===== src/rtl/cbk_bch_pkg.sv =====
package cbk_bch_pkg;

  // The code is fixed by its generator; only the information length may shrink.
  localparam int unsigned CB_INFO_W  = 56;
  localparam int unsigned CB_PAR_W   = 7;
  // g(x) = x^7 + x^6 + x^2 + 1 without its leading term
  localparam logic [CB_PAR_W-1:0] CB_GEN_LOW = 7'h45;

  typedef struct packed {
    logic accept;
    logic reject;
    logic corrected;
  } cb_verdict_t;

  // One step of serial division: bring in the next coefficient and reduce.
  function automatic logic [CB_PAR_W-1:0] gen_div_step(
    input logic [CB_PAR_W-1:0] rem,
    input logic                coef
  );
    return {rem[CB_PAR_W-2:0], coef} ^ (rem[CB_PAR_W-1] ? CB_GEN_LOW : '0);
  endfunction

  // Multiply a residue by x modulo g(x).
  function automatic logic [CB_PAR_W-1:0] gen_times_x(
    input logic [CB_PAR_W-1:0] rem
  );
    return gen_div_step(rem, 1'b0);
  endfunction

  // (x+1) divides g(x), so syndrome weight parity equals error-count parity.
  function automatic logic syn_odd(input logic [CB_PAR_W-1:0] syn);
    return ^syn;
  endfunction

  function automatic cb_verdict_t judge(
    input logic [CB_PAR_W-1:0] syn,
    input logic                fix_mode,
    input logic                located
  );
    cb_verdict_t v;
    v = '0;
    if (syn == '0) begin
      v.accept = 1'b1;
    end else if (!fix_mode) begin
      v.reject = 1'b1;
    end else if (!syn_odd(syn)) begin
      v.reject = 1'b1;
    end else if (located) begin
      v.accept    = 1'b1;
      v.corrected = 1'b1;
    end else begin
      v.reject = 1'b1;
    end
    return v;
  endfunction

endpackage


===== src/rtl/cbk_bch_intake.sv =====
module cbk_bch_intake
  import cbk_bch_pkg::*;
#(
  parameter int unsigned INFO_W = CB_INFO_W
) (
  input  logic                clk,
  input  logic                rst_n,
  input  logic                bit_valid,
  input  logic                bit_in,
  input  logic                cb_start,
  output logic                frame_done,
  output logic [CB_PAR_W-1:0] syn,
  output logic [INFO_W-1:0]   info,
  output logic                filler_bit
);

  localparam int unsigned CODE_W = INFO_W + CB_PAR_W;
  localparam int unsigned BLK_W  = CODE_W + 1;
  localparam int unsigned CNT_W  = $clog2(BLK_W + 1);
  localparam logic [CNT_W-1:0] INFO_END = CNT_W'(INFO_W);
  localparam logic [CNT_W-1:0] CODE_END = CNT_W'(CODE_W);
  localparam logic [CNT_W-1:0] LAST_IDX = CNT_W'(BLK_W - 1);

  logic [CNT_W-1:0]    cnt_q;
  logic                active_q;
  logic [CB_PAR_W-1:0] syn_q;
  logic [INFO_W-1:0]   info_q;
  logic                in_info, in_par, code_bit;

  assign in_info  = cnt_q < INFO_END;
  assign in_par   = !in_info && (cnt_q < CODE_END);
  // check bits travel complemented
  assign code_bit = in_par ? ~bit_in : bit_in;

  assign frame_done = bit_valid && !cb_start && active_q && (cnt_q == LAST_IDX);

  always_ff @(posedge clk or negedge rst_n) begin
    if (!rst_n) begin
      cnt_q    <= '0;
      active_q <= 1'b0;
      syn_q    <= '0;
      info_q   <= '0;
    end else if (bit_valid && cb_start) begin
      cnt_q    <= CNT_W'(1);
      active_q <= 1'b1;
      syn_q    <= gen_div_step('0, bit_in);
      info_q   <= {info_q[INFO_W-2:0], bit_in};
    end else if (bit_valid && active_q) begin
      cnt_q <= cnt_q + 1'b1;
      if (cnt_q == LAST_IDX) active_q <= 1'b0;
      if (in_info || in_par) syn_q <= gen_div_step(syn_q, code_bit);
      if (in_info) info_q <= {info_q[INFO_W-2:0], bit_in};
    end
  end

  assign syn        = syn_q;
  assign info       = info_q;
  assign filler_bit = bit_in;

endmodule


===== src/rtl/cbk_bch_locator.sv =====
module cbk_bch_locator
  import cbk_bch_pkg::*;
#(
  parameter int unsigned INFO_W = CB_INFO_W
) (
  input  logic                clk,
  input  logic                rst_n,
  input  logic                frame_done,
  input  logic [CB_PAR_W-1:0] syn_in,
  input  logic [INFO_W-1:0]   info_in,
  input  logic                filler_in,
  input  logic                corr_en,
  output logic                search_busy,
  output logic                search_last,
  output logic                search_done,
  output logic                found,
  output logic [$clog2(INFO_W+CB_PAR_W)-1:0] hit_deg,
  output logic [CB_PAR_W-1:0] syn_hold,
  output logic [INFO_W-1:0]   info_hold,
  output logic                filler_hold,
  output logic                mode_hold
);

  localparam int unsigned CODE_W = INFO_W + CB_PAR_W;
  localparam int unsigned POS_W  = $clog2(CODE_W);
  localparam logic [POS_W-1:0] LAST_POS = POS_W'(CODE_W - 1);

  logic                busy_q, done_q, found_q;
  logic [POS_W-1:0]    deg_q, hit_q;
  logic [CB_PAR_W-1:0] pat_q, syn_q;
  logic [INFO_W-1:0]   info_q;
  logic                filler_q, mode_q;
  logic                match;

  // pat_q walks x^deg mod g(x), starting at x^0
  assign match       = busy_q && !found_q && (pat_q == syn_q);
  assign search_last = busy_q && (deg_q == LAST_POS);

  always_ff @(posedge clk or negedge rst_n) begin
    if (!rst_n) begin
      busy_q   <= 1'b0;
      done_q   <= 1'b0;
      found_q  <= 1'b0;
      deg_q    <= '0;
      hit_q    <= '0;
      pat_q    <= '0;
      syn_q    <= '0;
      info_q   <= '0;
      filler_q <= 1'b0;
      mode_q   <= 1'b0;
    end else begin
      done_q <= 1'b0;
      if (frame_done) begin
        busy_q   <= 1'b1;
        found_q  <= 1'b0;
        deg_q    <= '0;
        hit_q    <= '0;
        pat_q    <= CB_PAR_W'(1);
        syn_q    <= syn_in;
        info_q   <= info_in;
        filler_q <= filler_in;
        mode_q   <= corr_en;
      end else if (busy_q) begin
        if (match) begin
          found_q <= 1'b1;
          hit_q   <= deg_q;
        end
        pat_q <= gen_times_x(pat_q);
        deg_q <= deg_q + 1'b1;
        if (search_last) begin
          busy_q <= 1'b0;
          done_q <= 1'b1;
        end
      end
    end
  end

  assign search_busy = busy_q;
  assign search_done = done_q;
  assign found       = found_q;
  assign hit_deg     = hit_q;
  assign syn_hold    = syn_q;
  assign info_hold   = info_q;
  assign filler_hold = filler_q;
  assign mode_hold   = mode_q;

endmodule


===== src/rtl/cbk_bch_verdict.sv =====
module cbk_bch_verdict
  import cbk_bch_pkg::*;
#(
  parameter int unsigned INFO_W = CB_INFO_W
) (
  input  logic                clk,
  input  logic                rst_n,
  input  logic                search_done,
  input  logic                found,
  input  logic [$clog2(INFO_W+CB_PAR_W)-1:0] hit_deg,
  input  logic [CB_PAR_W-1:0] syn,
  input  logic [INFO_W-1:0]   info,
  input  logic                filler,
  input  logic                fix_mode,
  output logic                res_valid,
  output logic                accept,
  output logic                reject,
  output logic                corrected,
  output logic [INFO_W-1:0]   data_out,
  output logic                filler_out
);

  localparam int unsigned POS_W = $clog2(INFO_W + CB_PAR_W);

  cb_verdict_t       verdict;
  logic [INFO_W-1:0] flip;

  assign verdict = judge(syn, fix_mode, found);

  // degree d >= CB_PAR_W lands on information bit d - CB_PAR_W
  for (genvar gi = 0; gi < INFO_W; gi++) begin : g_flip
    assign flip[gi] = found && (hit_deg == POS_W'(gi + CB_PAR_W));
  end

  always_ff @(posedge clk or negedge rst_n) begin
    if (!rst_n) begin
      res_valid  <= 1'b0;
      accept     <= 1'b0;
      reject     <= 1'b0;
      corrected  <= 1'b0;
      data_out   <= '0;
      filler_out <= 1'b0;
    end else begin
      res_valid <= search_done;
      if (search_done) begin
        accept     <= verdict.accept;
        reject     <= verdict.reject;
        corrected  <= verdict.corrected;
        data_out   <= info ^ (verdict.corrected ? flip : '0);
        filler_out <= filler;
      end else begin
        accept    <= 1'b0;
        reject    <= 1'b0;
        corrected <= 1'b0;
      end
    end
  end

endmodule


===== src/rtl/cbk_bch_decoder.sv =====
module cbk_bch_decoder
  import cbk_bch_pkg::*;
#(
  parameter int unsigned INFO_W = CB_INFO_W
) (
  input  logic              clk,
  input  logic              rst_n,
  input  logic              bit_valid,
  input  logic              bit_in,
  input  logic              cb_start,
  input  logic              corr_en,
  output logic              res_valid,
  output logic              accept,
  output logic              reject,
  output logic              corrected,
  output logic [INFO_W-1:0] data_out,
  output logic              filler_out
);

  localparam int unsigned POS_W = $clog2(INFO_W + CB_PAR_W);

  logic                frame_done;
  logic [CB_PAR_W-1:0] syn_live, syn_hold;
  logic [INFO_W-1:0]   info_live, info_hold;
  logic                filler_live, filler_hold, mode_hold;
  logic                search_busy, search_last, search_done, found;
  logic [POS_W-1:0]    hit_deg;

  cbk_bch_intake #(.INFO_W(INFO_W)) u_intake (
    .clk        (clk),
    .rst_n      (rst_n),
    .bit_valid  (bit_valid),
    .bit_in     (bit_in),
    .cb_start   (cb_start),
    .frame_done (frame_done),
    .syn        (syn_live),
    .info       (info_live),
    .filler_bit (filler_live)
  );

  cbk_bch_locator #(.INFO_W(INFO_W)) u_locator (
    .clk         (clk),
    .rst_n       (rst_n),
    .frame_done  (frame_done),
    .syn_in      (syn_live),
    .info_in     (info_live),
    .filler_in   (filler_live),
    .corr_en     (corr_en),
    .search_busy (search_busy),
    .search_last (search_last),
    .search_done (search_done),
    .found       (found),
    .hit_deg     (hit_deg),
    .syn_hold    (syn_hold),
    .info_hold   (info_hold),
    .filler_hold (filler_hold),
    .mode_hold   (mode_hold)
  );

  cbk_bch_verdict #(.INFO_W(INFO_W)) u_verdict (
    .clk         (clk),
    .rst_n       (rst_n),
    .search_done (search_done),
    .found       (found),
    .hit_deg     (hit_deg),
    .syn         (syn_hold),
    .info        (info_hold),
    .filler      (filler_hold),
    .fix_mode    (mode_hold),
    .res_valid   (res_valid),
    .accept      (accept),
    .reject      (reject),
    .corrected   (corrected),
    .data_out    (data_out),
    .filler_out  (filler_out)
  );

endmodule


===== config.mk =====
export PLATFORM = sky130hd
export DESIGN_NAME = cbk_bch_decoder
export DESIGN_NICKNAME = d
export VERILOG_FILES = /design/src/rtl/cbk_bch_pkg.sv /design/src/rtl/cbk_bch_intake.sv /design/src/rtl/cbk_bch_locator.sv /design/src/rtl/cbk_bch_verdict.sv /design/src/rtl/cbk_bch_decoder.sv
export SDC_FILE = /design/constraint.sdc
export NUM_CORES = 1
export LEC_CHECK = 0
export ABC_CLOCK_PERIOD_IN_PS = 6500
export BUFFER_PORTS_ARGS = -buffer_cell sky130_fd_sc_hd__buf_2
export CORE_MARGIN = 2
export CORE_UTILIZATION = 45
export CTS_CLUSTER_SIZE = 16
export DETAILED_ROUTE_END_ITERATION = 6
export PLACE_DENSITY = 0.67
export SLEW_MARGIN = 5
export SYNTH_ARGS = -nofsm -noshare
export SYNTH_HDL_FRONTEND = slang
export SYNTH_SLANG_ARGS = --single-unit

===== constraint.sdc =====
create_clock -name clk -period 6.5 [get_ports clk]
set_input_delay 0.975 -clock clk [delete_from_list [all_inputs] [get_ports clk]]
set_output_delay 0.975 -clock clk [all_outputs]
set_load 0.01 [all_outputs]

==> summary.md, run 1 <==
| Metric | Value |
|---|---|
| Register area | 0.00548 sq mm |
| Row count | 53 |
| Total wire length | 20,700 microns |
| Initial Util | 46.1% |
| Leading area contributor after synthesis | dfrtp_1 |
| Critical Path AT | 3.18 ns |
| Cells taking the most area after synthesis | dfrtp_1 (56%), mux2_2 (14%), o31ai_1 (4.5%), or4_1 (4.5%), a31oi_1 (3.7%) |
| CTS root buf | clkbuf_16 |
| Starting DRC count in detailed routing | 397 |
| Crit Path Category | input port to register |
| Least-Margin Pin Slew | 1.20 ns |
| PostCTS Resize Cnt | 0 |
| Postcts setup bufs | 0 |
| Pre-CTS setup slack | 3.19 ns |
| P_leak | 4.91 nW |
| Grt total ovfl | 0 |
| Post-synth EDFFs | 0 |
| Setup TNS | 0 ns |
| Yosys warning count | 0 |
| DR pass1 iterations | 5 |
| Die area | 0.0229 sq mm |
| First-pass GRT wire length | 33,500 microns |
| Power Density | 367 mW/mm^2 |
| Net Count, Synth | 825 |
| Number of synthesized register bits | 219 |
| CP startpoint kind | input port |
| Netlist cell types | 44 |
| CTS Buf Count | 24 |
| Worst hold path class | input port to async pin |
| Max cap viols | 0 |
| Hpwl dp | 12,600 microns |
| PnR worst setup slack | 3.71 ns |
| List of most frequent post-synthesis cells | dfrtp_1 (219), mux2_2 (121), nor2_1 (82) |
| # DRC | 0 |
| Wire per inst | 18.2 microns |
| Clk sinks | 219 |
| FMAX | 0.358 GHz |
| Worst-path clk slew | 0.06 ns |
| Status | finished, final reports clean |
| Mapped Area | 0.00975 sq mm |
| Tot GR Track Use | 18.6% |
| Worst hold margin | 0.502 ns |
| Area growth syn-to-layout | 13.3% |
| Core area | 0.0212 sq mm |
| Die Ht | 151 microns |
| TritonCTS clock tree | yes |
| RD Place Congestion | 0.779 |
| Fillcell total | 1,853 |
| Ports | 67 |
| CP Capture Type | register |
| Buffer depth of the longest clock path | 3 |
| Port buffer count | 66 |
| Vias/cell | 5.82 |
| Clock Skew | 0.0196 ns |
| Routed Antenna Nets | 0 |
| Async S/R FF share, synth | 100% |
| Dpl cells | 1,092 |
| Initial antenna violation count | 0 |
| Main synth FF type | dfrtp_1 |
| Share of the yosys chip area belonging to registers | 56.2% |
| Post-synthesis area per instance | 12.0 sq um |
| Maximum number of pins on one net before global-route repair | 122 |
| Req. time, crit path | 6.89 ns |
| H-Tree Level Count | 1 |
| Max VDD drop | 0.211 mV |
| Max Transition Viols Final | 0 |
| Post-Layout Inst Area | 0.0110 sq mm |
| Final Hold Viols | 0 |
| Worst-Skew Late Latency | 0.52 ns |
| Minimum clock period | 2.79 ns |
| Post-DP Area | 0.0102 sq mm |
| Worst rel slew slack | 20.2% |
| Die Span X | 151 microns |
| Final Net Count | 855 |
| Unrepaired setup endpoints after global routing | no |
| Layout cell share with drive strength beyond 1 | 28.2% |
| Tcrit/Tclk final | 42.9% |
| Final setup viols | 0 |
| Worst-path maximum fanout | 82 |
| Multi-input gate area | 0.00395 sq mm |
| Post-CTS Hold Buffers | 0 |
| Most numerous cell in the Yosys netlist | dfrtp_1 |
| Fin cells | 1,137 |
| DR vias | 6,612 |
| Cells after Synth | 813 |
| Yosys top cell area share | 56.2% |
| Vias in the first global route | 6,129 |
-- per-layer routing --
metal,vias up,global-route usage [%],wire [microns]
met5,-,0,0
met4,0,5.05,467
met3,30,3.22,844
met2,139,30.1,9910
met1,3328,26.0,9470
li1,3115,-,-
-- flip-flops by register name, summed over array words and instances, names as in the netlist, 6 cells and up --
name / flops
u_locator.hit_deg: 6
u_locator.syn_hold: 7
u_intake.syn: 7
u_locator.pat_q: 7
u_verdict.data_out: 56
u_intake.cnt_q: 7
u_intake.info: 56
u_locator.info_hold: 56
u_locator.deg_q: 6
-- final timing paths --
kind | startpoint | end | slack [ns] | cells past startpoint
setup / recovery | bit_valid | u_locator.info_hold[31] | 3.71 | 6
hold / removal | rst_n | u_verdict.data_out[22] | 0.50 | 1
setup reg to reg | u_intake.cnt_q[6] | u_locator.info_hold[31] | 3.72 | 5
hold reg to reg | u_intake.info[55] | u_intake.info[55] | 0.50 | 1
max in group asynchronous | rst_n | u_intake.info[53] | 4.64 | 2
min in group clk | u_intake.info[55] | u_intake.info[55] | 0.50 | 1
-- logic make-up (layout without fill, tap and decap cells) --
logic type	after synthesis	after routing	synth area share (%)
AO/OA/AOI/OAI	154	154	10.6
XOR/XNOR	19	19	1.71
other	0	1	0
flip-flops	219	219	56.2
adder cells (fa/ha/maj)	6	6	0.770
AND/OR/NAND/NOR	202	202	12.0
multiplexers	132	132	15.1
buffers and inverters	81	129	3.59
-- area by class of cell --
type / instances / area share (%)
flip-flops and latches: 219 / 49.7
multi-input cells: 513 / 35.7
clock buffers: 38 / 6.73
repair buffers: 71 / 3.42
well taps: 275 / 3.12
clock inverters: 6 / 0.850
inverters: 14 / 0.476
diodes: 1 / 0.0227
-- cell usage in the layout, fill, tap and decap left out, types with 4 or more instances in the layout --
cell type  count
buf_2         65
ha_1           6
a31oi_1       58
nand4b_1       6
xnor2_1       14
o21ai_0       11
clkbuf_8       9
a21oi_1       11
nand4_1        9
nor2_1        81
o22ai_1        5
mux2i_1       11
buf_4          5
nand3_1        9
mux2_2       121
dfrtp_1      218
xor2_1         4
or4_1         58
inv_1         14
nand2_1       12
or4b_2         4
o31ai_1       57
clkbuf_1       5
clkbuf_16     24
or4bb_1        4
-- power breakdown --
group          total, mW  leakage (nW)  switching [mW]  internal (mW)
Combinational      0.730          1.64           0.369          0.362
Clock               1.41         0.410           0.544          0.863
Sequential          1.92          2.86           0.256           1.66
-- stage by stage --
stage	total power, mW	util [%]
3_3_place_gp	2.66	48.2
3_5_place_dp	2.69	48.2
5_1_grt	4.30	52.2
6_report	4.06	52.2
2_1_floorplan	2.37	-
4_1_cts	4.10	52.2
-- critical path, stage by stage --
cell and delay (ns):
buf_2 0.20, and2_1 0.24, nand4_1 0.26, nor2_4 0.20, buf_4 0.83, mux2_2 0.43
Power figures use the tool's default switching activity.
==> run 2, diff against run 1 <==
ABC_AREA = 1   (was unset)
ABC_CLOCK_PERIOD_IN_PS = 2700   (was 6500)
clock period = 2.7 ns   (was 6.5 ns; I/O delays follow)
==> run 2 against run 1 <==
First-iteration DRC count rose by 67%; sequential power rose by 89%; largest power group unchanged; largest cell class unchanged; worst setup slack got worse by 3.0 ns; critical path depth rose by 5.
==> summary.md, run 2 <==
| Metric | Value |
|---|---|
| Status | finished, final reports clean |
| Row count | 55 (+3.8%) |
| Min-delay src | corr_en |
| Crit Path Category | register to register |
| Power Density | 617 mW/mm^2 (+68%) |
| Post-layout util | 51.4% (-0.78 points) |
| Crit path from | u_locator.syn_hold[4] |
| Final Hold Viols | 0 (unchanged) |
| Clk sinks | 219 (unchanged) |
| Final Net Count | 1,364 (+60%) |
| Multi-input gate area | 0.00385 sq mm (-2.5%) |
| Net Count, Synth | 1,322 (+60%) |
| Tot GR Track Use | 21.5% (+2.9 points) |
| Post-CTS Hold Buffers | 1 (+1) |
| Layout cell share with drive strength beyond 1 | 9.65% (-19 points) |
| Total wire length | 25,300 microns (+22%) |
| Cells taking the most area after synthesis | dfrtp_1 (53%), nand2_1 (14%), nand3_1 (7.0%), o21ai_0 (6.3%), inv_1 (6.0%) |
| Cells after Synth | 1,310 (+61%) |
| DR pass1 iterations | 5 (unchanged) |
| Vias in the first global route | 8,285 (+35%) |
| Initial antenna violation count | 0 (unchanged) |
| Max cap viols | 0 (unchanged) |
| Unrepaired setup endpoints after global routing | no |
| Share of the yosys chip area belonging to registers | 52.9% (-3.4 points) |
| Ports | 67 (unchanged) |
| FMAX | 0.501 GHz |
| Setup TNS | 0 ns (unchanged) |
| Commonest non-fill, non-tap cell in the layout | nand2_1 |
| Die area | 0.0243 sq mm (+6.2%) |
| Post-synthesis area per instance | 7.92 sq um (-34%) |
| Least-Margin Pin Slew | 0.720 ns (-0.478 ns) |
| Grt total ovfl | 0 (unchanged) |
| DR vias | 8,658 (+31%) |
| RD Place Congestion | 0.872 (+12%) |
| Tcrit/Tclk final | 73.9% |
| Starting DRC count in detailed routing | 662 (+67%) |
| Max Transition Viols Final | 0 (unchanged) |
| CTS Buf Count | 24 (unchanged) |
| Worst R2R Path Depth | 11 (+6) |
| Routed Antenna Nets | 0 (unchanged) |
| CP Capture Type | register |
| Most numerous cell in the Yosys netlist | nand2_1 |
| Worst-path clk slew | 0.06 ns (about the same) |
| Mapped Area | 0.0104 sq mm (+6.4%) |
| H-Tree Level Count | 1 (unchanged) |
| Maximum number of pins on one net before global-route repair | 130 (+6.6%) |
| CP startpoint kind | register |
| Worst hold path class | input port to register |
| Post-synth EDFFs | 0 (unchanged) |
| Die Span X | 156 microns (+3.1%) |
| Die Ht | 156 microns (+3.1%) |
| Netlist cell types | 29 (-34%) |
| CTS root buf | clkbuf_16 |
| Worst-path maximum fanout | 56 (-32%) |
| Register area | 0.00548 sq mm (about the same) |
| Postcts setup bufs | 0 (unchanged) |
| Initial Util | 45.8% (-0.28 points) |
| Minimum clock period | 1.99 ns |
| WHS Path Cells | 3 |
| Hpwl dp | 15,800 microns (+26%) |
| Area growth syn-to-layout | 12.3% |
| Number of synthesized register bits | 219 (unchanged) |
| Buffer depth of the longest clock path | 3 (unchanged) |
| Vias/cell | 5.24 (-9.9%) |
| First-pass GRT wire length | 42,500 microns (+27%) |
| List of most frequent post-synthesis cells | nand2_1 (393), dfrtp_1 (219), inv_1 (167) |
| Leading area contributor after synthesis | dfrtp_1 |
| Fillcell total | 2,191 (+18%) |
| # DRC | 0 (unchanged) |
| Core area | 0.0226 sq mm (+7.0%) |
| PostCTS Resize Cnt | 0 (unchanged) |
| Yosys warning count | 0 (unchanged) |
| Async S/R FF share, synth | 100% (unchanged) |
| Final setup viols | 0 (unchanged) |
| Yosys top cell area share | 52.9% (-3.4 points) |
| Wire per inst | 15.3 microns (-16%) |
| Clock Skew | 0.0178 ns (-0.00179 ns) |
| P_leak | 5.95 nW (+21%) |
| Critical Path AT | 2.38 ns (-0.80 ns) |
| Req. time, crit path | 3.09 ns (-3.80 ns) |
| Most frequent cells in the layout | nand2_1 (393), dfrtp_1 (218), inv_1 (167) |
| Reg-to-Reg Start | u_locator.syn_hold[4] |
| Ant diodes | 0 (-1) |
| Port buffer count | 66 (unchanged) |
| Max VDD drop | 0.396 mV (+87%) |
| Worst rel slew slack | 51.9% (+32 points) |
| TritonCTS clock tree | yes |
| Total power | 7.19 mW (+77%) |
| Main synth FF type | dfrtp_1 |
| Worst-Skew Late Latency | 0.51 ns (about the same) |
-- run 2: cell types whose count changed after synthesis, sizes merged, moves of 11 or more --
| cell | previous run | this run |
|---|---|---|
| inv | 14 | 169 |
| mux2 | 121 | 0 |
| nand4 | 9 | 60 |
| buf | 25 | 43 |
| o31ai | 58 | 1 |
| mux2i | 11 | 0 |
| o21ai | 11 | 134 |
| nand2 | 12 | 395 |
| clkbuf | 42 | 26 |
| nand3 | 9 | 147 |
| or4 | 58 | 0 |
| xnor2 | 15 | 0 |
| a31oi | 58 | 0 |
-- run 2: final timing paths --
check / slack [ns] / endpoint
hold / removal: 0.10 / u_locator.mode_hold
hold reg to reg: 0.47 / u_verdict.data_out[48]
max in group asynchronous: 1.48 / u_intake.info[18]
setup / recovery: 0.71 / u_verdict.data_out[41]
min in group asynchronous: 0.44 / u_intake.active_q
setup reg to reg: 0.71 / u_verdict.data_out[41]
-- run 2: layer usage --
metal  vias up  wire length (microns)  global-route usage (%)
met1      4125                  11900                    31.2
met2       224                  11600                    33.8
li1       4259                      -                       -
met5         -                      0                       0
met3        50                   1190                    2.94
met4         0                    669                    6.38
-- run 2: through the flow --
step                cell area, sq um  hold WS, ns  setup WS (ns)  cells
floorplan                      10400        0.109           1.02   1310
global placement               10900        0.410          0.744   1610
detailed placement             10900        0.408          0.753   1610
CTS                            11600       0.0821          0.707   1653
global route                   11600        0.102          0.537   1653
finish                         11600        0.104          0.706   1653
-- run 2: kinds of logic (layout without fill, tap and decap cells) --
logic type,after synthesis,after routing,synth area share (%)
and+or+nand+nor,691,691,28.5
adders and majority gates,6,6,0.724
buffers and inverters,242,300,10.2
DFF,219,219,52.9
xor gates and xnor gates,3,3,0.253
AOI/OAI and AO/OA,149,149,7.42
-- run 2: layout make-up --
class                      instances  area share [%]
timing repair buffer              85            4.81
clock buffer                      36            6.16
tap                              285            3.06
inverter                         173            5.58
clock inverter                     6           0.258
multi-input combinational        849            33.1
sequential                       219            47.1
-- run 2: worst max-delay path, stage by stage (launching register included) --
cell and delay (ns):
dfrtp_1 0.37, inv_1 0.07, ha_1 0.32, nand2_1 0.10, nand2_1 0.07, nand2_1 0.08
nand3_2 0.13, nor2_4 0.13, buf_12 0.25, nand3_1 0.13, nand3_1 0.09, nand2_1 0.06
-- run 2: report_power, final --
group,internal [mW],total [mW],switching [mW]
registers,3.51,3.63,0.122
logic,0.136,0.438,0.302
clock network,1.82,3.12,1.30
